`config.mk`:
```
export PLATFORM = sky130hd
export DESIGN_NAME = vpw_sym_rx
export DESIGN_NICKNAME = d
export VERILOG_FILES = /design/src/rtl/vpw_sym_rx.sv
export SDC_FILE = /design/constraint.sdc
export NUM_CORES = 1
export LEC_CHECK = 0
export CAP_MARGIN = 0
export CORE_AREA = 2 2 49 51
export DETAILED_ROUTE_END_ITERATION = 10
export DIE_AREA = 0 0 51 53
export PLACE_DENSITY = 0.69
export SYNTH_ARGS = -nofsm -noshare
export SYNTH_HDL_FRONTEND = slang
export SYNTH_SLANG_ARGS = --single-unit
```
`constraint.sdc`:
```
create_clock -name clk -period 1.75 [get_ports clk]
set_input_delay 0.175 -clock clk [delete_from_list [all_inputs] [get_ports clk]]
set_output_delay 0.175 -clock clk [all_outputs]
set_load 0.02 [all_outputs]
```
`src/rtl/vpw_sym_rx.sv`:
```
module vpw_sym_rx #(
  parameter int T_SHORT = 34,
  parameter int T_MID   = 96,
  parameter int T_LONG  = 163,
  parameter int T_BRK   = 239,
  parameter int T_IDLE  = 300,
  parameter int GLITCH  = 3
) (
  input  logic       clk,
  input  logic       rst,
  input  logic       bus_in,
  output logic       sym_valid,
  output logic [2:0] sym_code
);

  localparam int CW = $clog2(T_IDLE + 2);
  localparam int SW = $clog2(GLITCH + 1);
  localparam logic [CW-1:0] SAT   = CW'(T_IDLE + 1);
  localparam logic [CW-1:0] B_SH  = CW'(T_SHORT);
  localparam logic [CW-1:0] B_MID = CW'(T_MID);
  localparam logic [CW-1:0] B_LG  = CW'(T_LONG);
  localparam logic [CW-1:0] B_BRK = CW'(T_BRK);
  localparam logic [CW-1:0] B_IDL = CW'(T_IDLE);
  localparam logic [SW-1:0] STAB_LAST = SW'(GLITCH - 1);

  localparam logic [2:0] C_INV  = 3'd0;
  localparam logic [2:0] C_ZERO = 3'd1;
  localparam logic [2:0] C_ONE  = 3'd2;
  localparam logic [2:0] C_EOD  = 3'd3;
  localparam logic [2:0] C_SOF  = 3'd4;
  localparam logic [2:0] C_BRK  = 3'd5;
  localparam logic [2:0] C_IDLE = 3'd6;

  logic          s1, s2, lvl;
  logic [SW-1:0] stab;
  logic [CW-1:0] cnt;
  logic [2:0]    cls;

  wire flip     = (s2 != lvl) && (stab == STAB_LAST);
  wire idle_hit = !lvl && !flip && (cnt == B_IDL);
  wire report   = flip && (lvl || cnt <= B_IDL);

  always_comb begin
    if (cnt < B_SH)        cls = C_INV;
    else if (cnt < B_MID)  cls = lvl ? C_ONE : C_ZERO;
    else if (cnt < B_LG)   cls = lvl ? C_ZERO : C_ONE;
    else if (!lvl)         cls = C_EOD;
    else if (cnt < B_BRK)  cls = C_SOF;
    else                   cls = C_BRK;
  end

  always_ff @(posedge clk) begin
    if (rst) begin
      s1 <= 1'b0;
      s2 <= 1'b0;
    end else begin
      s1 <= bus_in;
      s2 <= s1;
    end
  end

  always_ff @(posedge clk) begin
    if (rst) begin
      lvl  <= 1'b0;
      stab <= '0;
    end else if (s2 == lvl) begin
      stab <= '0;
    end else if (flip) begin
      lvl  <= s2;
      stab <= '0;
    end else begin
      stab <= stab + 1'b1;
    end
  end

  always_ff @(posedge clk) begin
    if (rst)             cnt <= SAT;
    else if (flip)       cnt <= CW'(1);
    else if (cnt != SAT) cnt <= cnt + 1'b1;
  end

  always_ff @(posedge clk) begin
    if (rst) begin
      sym_valid <= 1'b0;
      sym_code  <= C_INV;
    end else begin
      sym_valid <= report || idle_hit;
      if (report)        sym_code <= cls;
      else if (idle_hit) sym_code <= C_IDLE;
    end
  end

  AST_STROBE_ONE_CYCLE: assert property (@(posedge clk) disable iff (rst)
    sym_valid |=> !sym_valid);

  AST_LEVEL_AFTER_FILTER: assert property (@(posedge clk) disable iff (rst)
    !$stable(lvl) |-> ($past(stab) == STAB_LAST && $past(s2) == lvl));

  AST_EDGE_STROBE: assert property (@(posedge clk) disable iff (rst)
    (!$stable(lvl) && ($past(lvl) || $past(cnt) <= B_IDL)) |-> sym_valid);

  AST_IDLE_WHILE_PASSIVE: assert property (@(posedge clk) disable iff (rst)
    (sym_valid && sym_code == C_IDLE) |-> (!lvl && $stable(lvl)));

  AST_SOF_FROM_ACTIVE: assert property (@(posedge clk) disable iff (rst)
    (sym_valid && (sym_code == C_SOF || sym_code == C_BRK)) |-> ($past(lvl) && !lvl));

  AST_EOD_FROM_PASSIVE: assert property (@(posedge clk) disable iff (rst)
    (sym_valid && sym_code == C_EOD) |-> (!$past(lvl) && lvl));

  AST_NO_OVERFLOW: assert property (@(posedge clk) disable iff (rst)
    cnt <= SAT);

  AST_CODE_RANGE: assert property (@(posedge clk) disable iff (rst)
    sym_valid |-> sym_code != 3'd7);

endmodule

```
==> out/metrics.cfg <==
[worst_setup_path]
worst-path-buf-inv = 1
crit_slowest_cell = dfxtp_1
rr_worst_depth = 6
reg2reg_to = sym_code[1]
path_class = reg -> reg
critPathMaxStageDelay_ns = 0.47
startpoint_type = register
rrSetupSlack_ns = 0.16
r2r-start = cnt[0]
cp-end-kind = register
cp_top_family = flip-flops
arrival_ns = 1.78
crit_path_cell_trace = inv_1 -> ha_1 -> and4b_1 -> o21ai_1 -> a21oi_2 -> a211oi_1
cp.required_ns = 1.94
worstPathMaxFanout = 7

[logic_synthesis]
synth_top_cell_by_area = dfxtp_1
synth.avg_cell_area_sq_um = 8.86
synthCells = 118
ys_ff_latch = 18
syn_nets = 125
ys.flop_type = dfxtp_1
yosys_warnings = 0
synth_edf_count = 0
yosysTopAreaCellShare = 0.344
synth_area_sq_um = 1050
async_flop_share = 0
synth.distinct_cells = 43
ys_seq_area_frac = 0.344
synth_area_leaders = dfxtp_1 (34%), ha_1 (4.8%), xnor2_1 (4.2%)

[clock_network]
root_buffer = clkbuf_4
path_clk_slew_ns = 0.10
holdBufCountCts = 0
clock_path_buffers = 2
cts_made_buffers = 3
cts_tree = built
cts_sinks = 18
clk_latency_ns = 0.29
htree_levels = 1

[timing]
period_share = 0.911
setup_viol = 0
drv_slew = 0
finalHoldViolations = 0
skew_ns = 0.00207
fin_crit_ns = 1.59
rsz0062_at_grt = false
setup_ws_ns = 0.155
worst_pin_slew_ns = 0.377
slew_headroom = 0.745
fmax_mhz = 627
fin_setup_tns_ns = 0

[placement]
port_buffers = 6
gp_congestion = 0.848
pre_cts_ws_ns = 0.0532
hpwl_microns = 1580

[die]
die_h_microns = 53
dieArea_sq_um = 2700
die_w_microns = 51
io_pins = 7
core_area_sq_um = 2150
initial_utilization = 0.487
rows = 17

[job]
maxCapViolCount = 0

[power]
p_per_area_nw_per_um2 = 1260
vdd_drop_max_mv = 0.773
leakage_nw = 0.420
p_total_mw = 1.43

[drt]
drc = 0
wl_met2_microns = 1020
dr_total_vias = 863
wirelength_microns = 2150
dr_wl_met3_microns = 64
routedWlPerCell_microns = 14.4
met1_length_microns = 1000
drtIter0Drc = 30
top_layer = met4
vias_per_cell = 5.79
drt_first_pass_iters = 4
antenna_left = 0

[grt]
grt.total_usage = 0.188
grt_max_degree = 11
grt_overflow = 0
grt_pass1_wl_microns = 3770
antenna_found_initial = 0
grt_pass1_vias = 829

[finish]
antenna_cells = 0
fill_cells = 212
layout_common_cells = dfxtp_1 (17), inv_1 (9), nor3_1 (8), nand3_1 (6), clkdlybuf4s50_1 (6)
drive_above_1_share = 0.124
final_common_cell = dfxtp_1
final_util = 0.529
syn_to_final_growth_pct = 8.73
nets = 130

[min_path]
hold_path_depth = 2
min_to = s1
holdCritStartpoint = bus_in
hold_class = in -> reg

[status]
status = complete, no violations

## Yosys cell counts (all sizes together), types with 2 or more instances
cell	n
a211oi	4
a21oi	4
a22o	2
buf	6
clkbuf	3
dfxtp	18
ha	4
inv	9
mux2i	3
nand2	5
nand3	6
nor2	4
nor2b	3
nor3	9
nor4	2
o21ai	5
or2	2
or3	2
xnor2	5
xor2	3
## state kept, by name (all words and copies together), names as in the netlist
name	cells
cnt	9
stab	2
s2	1
s1	1
lvl	1
sym_valid	1
sym_code	3
## cell type report
cell class	instances	area [sq um]	area share
sequential	18	362	0.318
multi-input combinational	82	602	0.529
tap	28	35.0	0.0308
clock buffer	3	22.5	0.0198
timing repair buffer	9	82.6	0.0726
inverter	9	33.8	0.0297
## power breakdown
part	switching, mW	internal [mW]
registers	0.115	0.489
logic	0.321	0.298
clock network	0.125	0.0802
total	0.561	0.867
## metal layers
metal,GRT usage,vias up
met4,0.117,0
met5,0,-
li1,-,431
met1,0.240,408
met3,0.0254,6
met2,0.299,18
## cells by family (layout without fill, tap and decap cells)
kind of cell / Yosys count / count (layout) / synth area share
DFF: 18 / 18 / 0.345
and+or+nand+nor: 41 / 41 / 0.239
muxes: 3 / 3 / 0.0287
AOI/OAI and AO/OA: 26 / 26 / 0.182
adders and majority gates: 4 / 4 / 0.0478
xor gates and xnor gates: 8 / 8 / 0.0742
buffers and inverters: 18 / 21 / 0.0837
## worst max-delay path by stage
stage / startpoint / to / slack (ns) / cells after the start
after floorplan: stab[0] / cnt[3] / 0.25 / 6
after global placement: cnt[0] / sym_code[1] / 0.11 / 6
after detailed placement: cnt[1] / sym_code[1] / 0.05 / 6
after CTS: cnt[1] / sym_code[1] / 0.05 / 6
after global routing: cnt[0] / sym_code[0] / 0.01 / 6
final: cnt[0] / sym_code[1] / 0.16 / 6
## through the flow
stage          instances  hold slack [ns]  area [sq um]
2_1_floorplan        118            0.247          1050
3_3_place_gp         146            0.407          1110
3_5_place_dp         146            0.421          1110
4_1_cts              149            0.419          1130
5_1_grt              149            0.452          1140
6_report             149            0.423          1140
## timing repair
item                                    4_1_cts  5_1_grt
endpoints found under the hold margin         0        0
resized for setup                             0        3
endpoints found under the setup margin        0        5
buffers inserted                              0        0
Note: power is estimated with default switching activity, not from simulation.
